<file path="src/rtl/ddr_init_pkg.sv">
// Package: shared state and step encodings for the DDR init sequencer.
// Assumes: used by ddr_init_seq and ddr_init_cmd_enc only.
package ddr_init_pkg;

    // Top-level phase of the bring-up
    typedef enum logic [2:0] {
        ST_STABLE,  // cke low, waiting for clock stabilization
        ST_CKE,     // cke raised, NOP cycle
        ST_CMD,     // issuing the command selected by the step
        ST_GAP,     // NOP cycles until the command gap expires
        ST_LOCK,    // waiting for the DLL lock window
        ST_DONE     // initialized, idle
    } seq_state_t;

    // Which command of the series is current
    typedef enum logic [2:0] {
        STEP_PRE1,
        STEP_EMRS,
        STEP_DLLRST,
        STEP_PRE2,
        STEP_REF,
        STEP_MRS_OP
    } step_t;

    localparam int DLL_RST_BIT = 8;   // mode register bit that resets the DLL
    localparam int ALL_BANK_BIT = 10; // address bit that selects all banks on precharge

endpackage

</file>
<file path="src/rtl/ddr_init_timer.sv">
// Module: saturating down-counter used for the stabilization wait, command
// gaps and the DLL lock window.
// Assumes: load has priority over counting; the count stops at zero.
module ddr_init_timer #(
    parameter int W = 16,
    parameter logic [W-1:0] RST_VAL = '0
) (
    input  logic         clk,
    input  logic         rst_n,
    input  logic         load,
    input  logic [W-1:0] load_val,
    output logic         is_zero
);

    logic [W-1:0] cnt;

    // Count down toward zero, reloading on request
    always_ff @(posedge clk) begin
        if (!rst_n)
            cnt <= RST_VAL;
        else if (load)
            cnt <= load_val;
        else if (cnt != '0)
            cnt <= cnt - 1'b1;
    end

    assign is_zero = (cnt == '0);

    // an unloaded, non-zero count steps down by exactly one
    a_r4_timer_step: assert property (@(posedge clk) disable iff (!rst_n)
        (!load && !is_zero) |=> (cnt == $past(cnt) - 1'b1));

endmodule

</file>
<file path="src/rtl/ddr_init_cmd_enc.sv">
// Module: turns the current step into command pins, bank and address.
// Assumes: issue is high for exactly one cycle per command; NOP otherwise.
module ddr_init_cmd_enc
    import ddr_init_pkg::*;
#(
    parameter int ADDR_W = 13,
    parameter int BA_W = 2,
    parameter logic [ADDR_W-1:0] EMR_VAL = '0,
    parameter logic [ADDR_W-1:0] MR_VAL = '0
) (
    input  logic              issue,
    input  step_t             step,
    output logic              cs_n,
    output logic              ras_n,
    output logic              cas_n,
    output logic              we_n,
    output logic [BA_W-1:0]   ba,
    output logic [ADDR_W-1:0] addr
);

    localparam logic [ADDR_W-1:0] DLL_BIT = ADDR_W'(1) << DLL_RST_BIT;
    localparam logic [ADDR_W-1:0] AP_BIT  = ADDR_W'(1) << ALL_BANK_BIT;
    localparam logic [ADDR_W-1:0] EMR_DLL_ON = EMR_VAL & ~ADDR_W'(1);

    // Decode step into the four-pin command and its operands
    always_comb begin
        {cs_n, ras_n, cas_n, we_n} = 4'b0111;
        ba   = '0;
        addr = '0;
        if (issue) begin
            case (step)
                STEP_PRE1, STEP_PRE2: begin
                    {cs_n, ras_n, cas_n, we_n} = 4'b0010;
                    addr = AP_BIT;
                end
                STEP_EMRS: begin
                    {cs_n, ras_n, cas_n, we_n} = 4'b0000;
                    ba   = BA_W'(1);
                    addr = EMR_DLL_ON;
                end
                STEP_DLLRST: begin
                    {cs_n, ras_n, cas_n, we_n} = 4'b0000;
                    addr = MR_VAL | DLL_BIT;
                end
                STEP_REF: {cs_n, ras_n, cas_n, we_n} = 4'b0001;
                STEP_MRS_OP: begin
                    {cs_n, ras_n, cas_n, we_n} = 4'b0000;
                    addr = MR_VAL & ~DLL_BIT;
                end
                default: {cs_n, ras_n, cas_n, we_n} = 4'b0111;
            endcase
        end
    end

endmodule

</file>
<file path="src/rtl/ddr_init_seq.sv">
// Module: DDR SDRAM power-up initialization sequencer (top).
// Runs the stabilization wait, raises cke, issues the fixed command series
// with its minimum gaps, waits for DLL lock and then flags completion.
// A reinit request after completion repeats the DLL reset and lock wait.
// Assumes: T_RP, T_RFC, T_MRD and DLL_LOCK are all at least 2; ADDR_W > 10.
module ddr_init_seq
    import ddr_init_pkg::*;
#(
    parameter int CLK_MHZ   = 50,
    parameter int STABLE_US = 200,
    parameter int T_RP      = 3,
    parameter int T_RFC     = 8,
    parameter int T_MRD     = 2,
    parameter int DLL_LOCK  = 200,
    parameter int N_REFRESH = 2,
    parameter int ADDR_W    = 13,
    parameter int BA_W      = 2,
    parameter logic [ADDR_W-1:0] EMR_VAL = 13'h0002,
    parameter logic [ADDR_W-1:0] MR_VAL  = 13'h0032
) (
    input  logic              clk,
    input  logic              rst_n,
    input  logic              reinit_req,
    output logic              cke,
    output logic              cs_n,
    output logic              ras_n,
    output logic              cas_n,
    output logic              we_n,
    output logic [BA_W-1:0]   ba,
    output logic [ADDR_W-1:0] addr,
    output logic              init_done
);

    localparam int STABLE_CYC = CLK_MHZ * STABLE_US;
    localparam int GAP_MAX = (T_RFC > T_RP) ? ((T_RFC > T_MRD) ? T_RFC : T_MRD)
                                            : ((T_RP > T_MRD) ? T_RP : T_MRD);
    localparam int CNT_MAX = (STABLE_CYC > GAP_MAX) ? STABLE_CYC : GAP_MAX;
    localparam int CNT_W   = $clog2(CNT_MAX + 1);
    localparam int LOCK_W  = $clog2(DLL_LOCK + 1);
    localparam int RC_W    = $clog2(N_REFRESH + 1);

    seq_state_t       state;
    step_t            step;
    logic [RC_W-1:0]  ref_cnt;
    logic             reinit_mode;
    logic             issue;
    logic             gap_zero;
    logic             lock_zero;
    logic             lock_load;
    logic             is_last;
    logic [CNT_W-1:0] gap_val;

    // Gap (minus the issue and final cycles) that follows the current command
    always_comb begin
        case (step)
            STEP_PRE1, STEP_PRE2: gap_val = CNT_W'(T_RP - 2);
            STEP_REF:             gap_val = CNT_W'(T_RFC - 2);
            default:              gap_val = CNT_W'(T_MRD - 2);
        endcase
    end

    assign issue     = (state == ST_CMD);
    assign lock_load = issue && (step == STEP_DLLRST);
    assign is_last   = (step == STEP_MRS_OP) || (step == STEP_DLLRST && reinit_mode);
    assign cke       = (state != ST_STABLE);
    assign init_done = (state == ST_DONE);

    ddr_init_timer #(
        .W       (CNT_W),
        .RST_VAL (CNT_W'(STABLE_CYC - 1))
    ) u_gap_timer (
        .clk      (clk),
        .rst_n    (rst_n),
        .load     (issue),
        .load_val (gap_val),
        .is_zero  (gap_zero)
    );

    ddr_init_timer #(
        .W       (LOCK_W),
        .RST_VAL ('0)
    ) u_lock_timer (
        .clk      (clk),
        .rst_n    (rst_n),
        .load     (lock_load),
        .load_val (LOCK_W'(DLL_LOCK - 2)),
        .is_zero  (lock_zero)
    );

    // Sequence state machine: phase, current step and refresh tally
    always_ff @(posedge clk) begin
        if (!rst_n) begin
            state       <= ST_STABLE;
            step        <= STEP_PRE1;
            ref_cnt     <= '0;
            reinit_mode <= 1'b0;
        end else begin
            case (state)
                ST_STABLE: if (gap_zero) state <= ST_CKE;
                ST_CKE:    state <= ST_CMD;
                ST_CMD: begin
                    state <= ST_GAP;
                    if (step == STEP_REF) ref_cnt <= ref_cnt + 1'b1;
                end
                ST_GAP: begin
                    if (gap_zero) begin
                        if (is_last) begin
                            state <= lock_zero ? ST_DONE : ST_LOCK;
                        end else begin
                            state <= ST_CMD;
                            case (step)
                                STEP_PRE1:   step <= STEP_EMRS;
                                STEP_EMRS:   step <= STEP_DLLRST;
                                STEP_DLLRST: step <= STEP_PRE2;
                                STEP_PRE2:   step <= STEP_REF;
                                STEP_REF:    step <= (ref_cnt == RC_W'(N_REFRESH)) ? STEP_MRS_OP
                                                                                   : STEP_REF;
                                default:     step <= STEP_MRS_OP;
                            endcase
                        end
                    end
                end
                ST_LOCK: if (lock_zero) state <= ST_DONE;
                ST_DONE: begin
                    if (reinit_req) begin
                        state       <= ST_CMD;
                        step        <= STEP_DLLRST;
                        reinit_mode <= 1'b1;
                    end
                end
                default: state <= ST_STABLE;
            endcase
        end
    end

    ddr_init_cmd_enc #(
        .ADDR_W  (ADDR_W),
        .BA_W    (BA_W),
        .EMR_VAL (EMR_VAL),
        .MR_VAL  (MR_VAL)
    ) u_cmd_enc (
        .issue (issue),
        .step  (step),
        .cs_n  (cs_n),
        .ras_n (ras_n),
        .cas_n (cas_n),
        .we_n  (we_n),
        .ba    (ba),
        .addr  (addr)
    );

    // while cke is low only NOP appears on the bus
    a_r1_nop_while_cke_low: assert property (@(posedge clk) disable iff (!rst_n)
        !cke |-> ({cs_n, ras_n, cas_n, we_n} == 4'b0111));

    // once raised, cke stays high
    a_r2_cke_holds: assert property (@(posedge clk) disable iff (!rst_n)
        cke |=> cke);

    // a command is always followed by a NOP cycle
    a_r4_no_back_to_back: assert property (@(posedge clk) disable iff (!rst_n)
        ({ras_n, cas_n, we_n} != 3'b111) |=> ({cs_n, ras_n, cas_n, we_n} == 4'b0111));

    // completion only after the DLL lock window, with an idle bus
    a_r6_done_after_lock: assert property (@(posedge clk) disable iff (!rst_n)
        init_done |-> (lock_zero && {cs_n, ras_n, cas_n, we_n} == 4'b0111));

    // a reinit request while done drops done and issues the DLL-reset write
    a_r8_reinit_drop: assert property (@(posedge clk) disable iff (!rst_n)
        (init_done && reinit_req) |=> (!init_done && !ras_n && !cas_n && !we_n
                                       && addr[DLL_RST_BIT] && ba == '0));

endmodule

</file>
<file path="config.mk">
export PLATFORM = sky130hd
export DESIGN_NAME = ddr_init_seq
export DESIGN_NICKNAME = d
export VERILOG_FILES = /design/src/rtl/ddr_init_pkg.sv /design/src/rtl/ddr_init_timer.sv /design/src/rtl/ddr_init_cmd_enc.sv /design/src/rtl/ddr_init_seq.sv
export SDC_FILE = /design/constraint.sdc
export NUM_CORES = 1
export LEC_CHECK = 0
export ABC_CLOCK_PERIOD_IN_PS = 2140
export BUFFER_PORTS_ARGS = -buffer_cell sky130_fd_sc_hd__buf_2
export CORE_MARGIN = 2
export CORE_UTILIZATION = 58
export DETAILED_ROUTE_END_ITERATION = 8
export GPL_TIMING_DRIVEN = 0
export PLACE_DENSITY_LB_ADDON = 0.25
export SLEW_MARGIN = 0
export SYNTH_ARGS = -nofsm -noshare
export SYNTH_HDL_FRONTEND = slang
export SYNTH_HIERARCHICAL = 1
export SYNTH_SLANG_ARGS = --single-unit
</file>
<file path="constraint.sdc">
create_clock -name clk -period 2.14 [get_ports clk]
set_input_delay 0.321 -clock clk [delete_from_list [all_inputs] [get_ports clk]]
set_output_delay 0.321 -clock clk [all_outputs]
set_load 0.02 [all_outputs]
</file>
* After elaboration in Yosys (flattened, before gate mapping) *
Cells that the tools add are included.

cells by class
  divide/modulo/power cells = 0
  $add $sub $neg = 3
  order comparisons = 0
  shift-type cells = 0
  muxes and demuxes = 27
  reductions and logical operators = 22
  bitwise gates (word level) = 1
  multiply operators = 0
  eq/ne operators = 16

operators by type and width
  cell                   number
  $pmux 11 s4            1
  $mux 14                2
  $mux 3                 7
  $pmux 3 s6             1
  $mux 8                 2
  $pmux 3 s5             1
  $logic_not 14->1       1
  $reduce_bool 14->1     1
  $sub 14x1->14 const B  1
  $mux 13                1
  $eq 3x2->1 const B     4
  $eq 3x3->1 const B     4
  $pmux 3 s2             2
  $ne 2x2->1 const B     5
  $mux 1                 9
  $logic_not 8->1        1
  $reduce_and 4->1       2
  $reduce_bool 8->1      1
  $sub 8x1->8 const B    1
  $eq 3x1->1 const B     2
  $logic_not 3->1        2
  $reduce_bool 2->1      3
  $reduce_or 6->1        1
  $reduce_or 5->1        1
  10 further kinds       13

storage, ports and cells
  bits of input ports = 3
  memory bits (read-only) = 0
  latch bits = 0
  RAM bits = 0
  memories = 0
  register bits = 31

* Longest topological paths before layout *
  depth in word-level cells = 6
  depth in mapped cells = 8
  depth with buffers taken out = 7

* By module *
Netlist, hierarchy kept.

modules (own cells, without submodules)
  module                         area each (um^2)  cells each  sequential area each (um^2)  instances
  ddr_init_timer (u_gap_timer)   837.1             95          280.3                        1
  ddr_init_seq                   594.3             74          180.2                        1
  ddr_init_timer (u_lock_timer)  457.9             51          160.2                        1
  ddr_init_cmd_enc               178.9             26          0.0                          1

* Worst setup path after synthesis *
Ideal clock, no wire load.

  path type = reg2out
  from = register state[1]
  to = output addr[5]
  stages on the path, launching flop included = 5
  slack = 0.103 ns
  path buffers = 1
  arrival = 1.716 ns
  path through = dfxtp_1 nor3b_2 and4bb_4 a31o_1 buf_4

between the ends
  word-level cells in the longest chain between the ends = 2

ends and longest elaborated chain
  item                    line                    RTL
  from (decl)             ddr_init_seq.sv:42      seq_state_t state;
  from (signal assigned)  ddr_init_seq.sv:108     state <= lock_zero ? ST_DONE : ST_LOCK;
  $eq 3x2->1              ddr_init_seq.sv:62      assign issue = (state == ST_CMD);
  net issue               ddr_init_seq.sv:46      logic issue;
  $mux 13                 ddr_init_cmd_enc.sv:30  if (issue) begin
  to (decl)               ddr_init_seq.sv:30      output logic [ADDR_W-1:0] addr,

The timed path passes the listed nets, and every way through them passes these cells.

* Worst setup path in the final report *
  from = register u_gap_timer.cnt[0]
  to = register state[0]

between the ends
  word-level cells in the longest chain between the ends = 3

ends and longest elaborated chain
  item                          line                  RTL
  from (decl)                   ddr_init_timer.sv:15  logic [W-1:0] cnt;
  from (signal assigned)        ddr_init_timer.sv:22  cnt <= load_val;
  from (signal assigned)        ddr_init_timer.sv:24  cnt <= cnt - 1'b1;
  $logic_not 14->1 *            ddr_init_timer.sv:27  assign is_zero = (cnt == '0);
  net gap_zero                  ddr_init_seq.sv:47    logic gap_zero;
  $ne 2x2->1 (no line)          n/a
  $reduce_and 4->1 (no line) *  n/a

Mark *: on every way through the listed nets, which the timed path passes. The rest lies on a longest branch.
A chain may end at the register's enable or synchronous reset.

==> flow_summary.json <==
{
  "sw_frac_of_total_pct": 33.1,
  "cts_tree": "yes",
  "holdWs_ns": 0.321,
  "synthAdderAreaFrac_pct": 1.81,
  "crit_path_max_incr_delay_ns": 0.32,
  "ys_seq_area_share_pct": 30.0,
  "grt_pass1_vias": 1730,
  "io_buffers": 13,
  "hold_depth": 3,
  "numCtsBuffers": 5,
  "yosysTopAreaCell": "dfxtp_1",
  "timing.reg2reg.setup_slack_ns": 0.15,
  "cts.sinks": 31,
  "num_rows": 21,
  "path_clk_slew_ns": 0.10,
  "stdcell_area_mm2": 0.00243,
  "track_usage_pct": 23.4,
  "syn_avg_cell_area_um2": 8.41,
  "synth_mux_area_share_pct": 2.00,
  "core_area_mm2": 0.00339,
  "synth_area_leaders": "dfxtp_1, xnor2_1, buf_4, nand2_1, o211ai_1",
  "synth_top_family_by_area": "simple AND/OR/NAND/NOR gates",
  "gr-usage-met1_pct": 28.8,
  "antenna_cells": 0,
  "cts_max_level": 2,
  "root_buffer": "clkbuf_4",
  "grt_pass1_wl_um": 7540,
  "fmax_mhz": 501,
  "p_clk_share_pct": 27.4,
  "vias": 1848,
  "synth.top_cell.area_share_pct": 30.0,
  "min_from": "rst_n",
  "drc": 0,
  "layout-drive-gt1-share_pct": 20.3,
  "seq_power_share_pct": 38.7,
  "top_usage_layer": "met2",
  "clk_latency_ns": 0.33,
  "yosysWarnings": 6,
  "synth_compound_area_share_pct": 20.0,
  "postCtsHoldBufs": 0,
  "viasPerCell": 5.40,
  "fin_skew_ns": 0.00548,
  "syn2layout_area_growth_pct": 17.7,
  "pin_count": 24,
  "ff2ff_path_depth": 8,
  "start_util_pct": 61.0,
  "startpoint_type": "register",
  "ant_nets": 0,
  "fillers": 263,
  "critical_path_class": "reg -> reg",
  "crit_path_end_kind": "register",
  "crit_chain": "inv_1 > ha_1 > nor3b_4 > and4_1 > buf_4 > o22ai_1 > and3_1 > a41o_1",
  "wl_um": 4290,
  "post-route-period-util_pct": 93.2,
  "die_width_um": 63.7,
  "drv_slew": 0,
  "use_met2_pct": 39.3,
  "grt.overflow.total": 0,
  "fin_util_pct": 71.8,
  "hold_viol_final": 0,
  "drtIter0Drc": 116,
  "met3_usage_pct": 6.61,
  "rr_endpoint": "state[0]$_SDFFE_PN0P_",
  "yosys_register_bits": 31,
  "whs_endpoint": "u_gap_timer/cnt[7]$_SDFFE_PN0P_",
  "synthXorXnorAreaFrac_pct": 5.93,
  "synth_edf_count": 0,
  "crit_fanout": 15,
  "final_nets": 301,
  "die_y_um": 63.7,
  "status": "finished, final reports clean",
  "drtPass1Iterations": 4,
  "ys_dominant_reg_cell": "dfxtp_1",
  "regArea_um2": 622,
  "synth_cell_type_count": 62,
  "slowest_stage": "dfxtp_1",
  "synth_simple_gate_area_share_pct": 30.4,
  "dp.final_hpwl_um": 2990,
  "wl_per_cell_um": 12.6,
  "p_sw_mw": 0.695,
  "min_period_ns": 1.99,
  "cp.arrival_ns": 2.24,
  "die_area_mm2": 0.00406,
  "netlist_instances": 246,
  "async_reset_ff_share_pct": 0,
  "multi_input_area_mm2": 0.00137,
  "clockBufferDepth": 2,
  "setup_viol": 0,
  "critPathBufInv": 2,
  "synthesis.area_mm2": 0.00207,
  "reg2reg_from": "u_gap_timer/cnt[0]$_SDFFE_PN1P_",
  "antenna_found_initial": 0,
  "min_path_type": "in -> reg",
  "place_congestion": 0.784,
  "grt_max_degree": 16,
  "powerDensity_mw_per_mm2": 861,
  "power.leakage_nw": 1.01,
  "power.internal_mw": 1.40,
  "critical_path.top_delay_family": "simple AND/OR/NAND/NOR gates",
  "maxCapViolations": 0,
  "comb_power_share_pct": 34.0,
  "place_area_mm2": 0.00229,
  "peakVddDrop_mv": 0.433,
  "worstPathRequired_ns": 2.38
}
==> cell families (layout without fill, tap and decap cells) <==
logic type	Yosys count	after routing
compound gates	57	57
xor+xnor	14	14
fa+ha+maj	3	3
buf+inv	35	59
flops	31	31
mux	4	4
other cells	3	29
simple gates	99	99
==> layout make-up <==
type                            instances  area share, %
Multi-Input combinational cell        206           56.3
Sequential cell                        31           25.5
Buffer                                 21           5.86
Timing Repair Buffer                   16           3.60
Clock inverter                          2           2.47
Tap cell                               46           2.36
Inverter                               14           2.16
Clock buffer                            6           1.70
==> through the flow <==
| stage | cells | TNS, ns | total power, mW | worst slack (ns) |
|---|---|---|---|---|
| after floorplan | 272 | 0 | 1.38 | 0.103 |
| after global placement | 331 | -1.35 | 1.49 | -0.226 |
| after detailed placement | 331 | -1.17 | 1.51 | -0.172 |
| after CTS | 342 | 0 | 2.10 | 0.0419 |
| after global routing | 342 | -0.00182 | 2.25 | -0.00182 |
| final | 342 | 0 | 2.10 | 0.145 |
==> cells in the mapped netlist (5+ instances only) <==
library cell	n
buf_4	11
nand2_1	22
o211ai_1	8
nor2_1	10
a21oi_1	6
nor2b_1	5
or3_1	9
nand3_1	11
xnor2_1	11
inv_1	14
dfxtp_1	31
o31ai_1	5
clkbuf_1	5
o21ai_0	9
==> metal layers <==
layer / vias up / part of all wire (%) / wire length, um
li1: 957 / - / -
met1: 846 / 46 / 1990
met2: 41 / 49 / 2090
met3: 4 / 4.4 / 187
met4: 0 / 0.49 / 21
met5: - / 0 / 0
==> repair_timing <==
action | 4_1_cts | 5_1_grt
resized for setup | 2 | 6
setup buffers | 3 | 0
endpoints found under the setup margin | 23 | 9
==> worst register-to-register path: cells and delay by family, from the launching register on <==
| family | cells | cell delay (ns) |
|---|---|---|
| AND/OR/NAND/NOR | 3 | 0.73 |
| flip-flops | 1 | 0.32 |
| buffers and inverters | 2 | 0.31 |
| AO/OA/AOI/OAI | 2 | 0.30 |
| adder cells (fa/ha/maj) | 1 | 0.24 |
==> sequential cells by signal, summed over array words and instances, names as in the netlist <==
signal and cells:
reinit_mode 1, step 3, u_gap_timer/cnt 14, state 3
u_lock_timer/cnt 8, ref_cnt 2
==> power groups by stage <==
stage	Combinational, mW	Clock, mW	Sequential, mW
finish	0.712	0.574	0.810
global route	0.808	0.613	0.825
floorplan	0.591	0	0.788
global placement	0.676	0	0.812
detailed placement	0.691	0	0.818
CTS	0.711	0.583	0.806
==> layout by cell type, fill, tap and decap left out, types with 3 or more instances in the layout <==
| cell | instances |
|---|---|
| clkbuf_1 | 5 |
| xor2_1 | 3 |
| nand3_1 | 11 |
| and2_1 | 3 |
| conb_1 | 29 |
| o211ai_1 | 8 |
| nor2_1 | 10 |
| buf_2 | 15 |
| o31ai_1 | 5 |
| clkbuf_4 | 5 |
| inv_1 | 14 |
| nor3_1 | 3 |
| xnor2_1 | 11 |
| nand2b_1 | 4 |
| a211oi_1 | 3 |
| a21oi_1 | 6 |
| mux2i_1 | 3 |
| nand2_1 | 22 |
| buf_4 | 15 |
| nor2b_1 | 5 |
| nor4_2 | 4 |
| o21a_1 | 3 |
| o21ai_0 | 9 |
| or3_1 | 9 |
| a31oi_1 | 4 |
| and3_1 | 3 |
| ha_1 | 3 |
| dfxtp_1 | 30 |
==> how the worst max path moves through the flow <==
stage	start	to	slack [ns]	cells past startpoint
final	u_gap_timer/cnt[0]$_SDFFE_PN1P_	state[0]$_SDFFE_PN0P_	0.15	8
after global routing	u_gap_timer/cnt[0]$_SDFFE_PN1P_	state[0]$_SDFFE_PN0P_	-0.002	8
after CTS	u_gap_timer/cnt[0]$_SDFFE_PN1P_	state[0]$_SDFFE_PN0P_	0.04	8
after detailed placement	state[1]$_SDFFE_PN0P_	u_gap_timer/cnt[1]$_SDFFE_PN1P_	-0.17	4
after global placement	state[1]$_SDFFE_PN0P_	u_gap_timer/cnt[0]$_SDFFE_PN1P_	-0.23	4
after floorplan	state[1]$_SDFFE_PN0P_	addr[5]	0.10	4
Note: power is estimated with default switching activity, not from simulation.
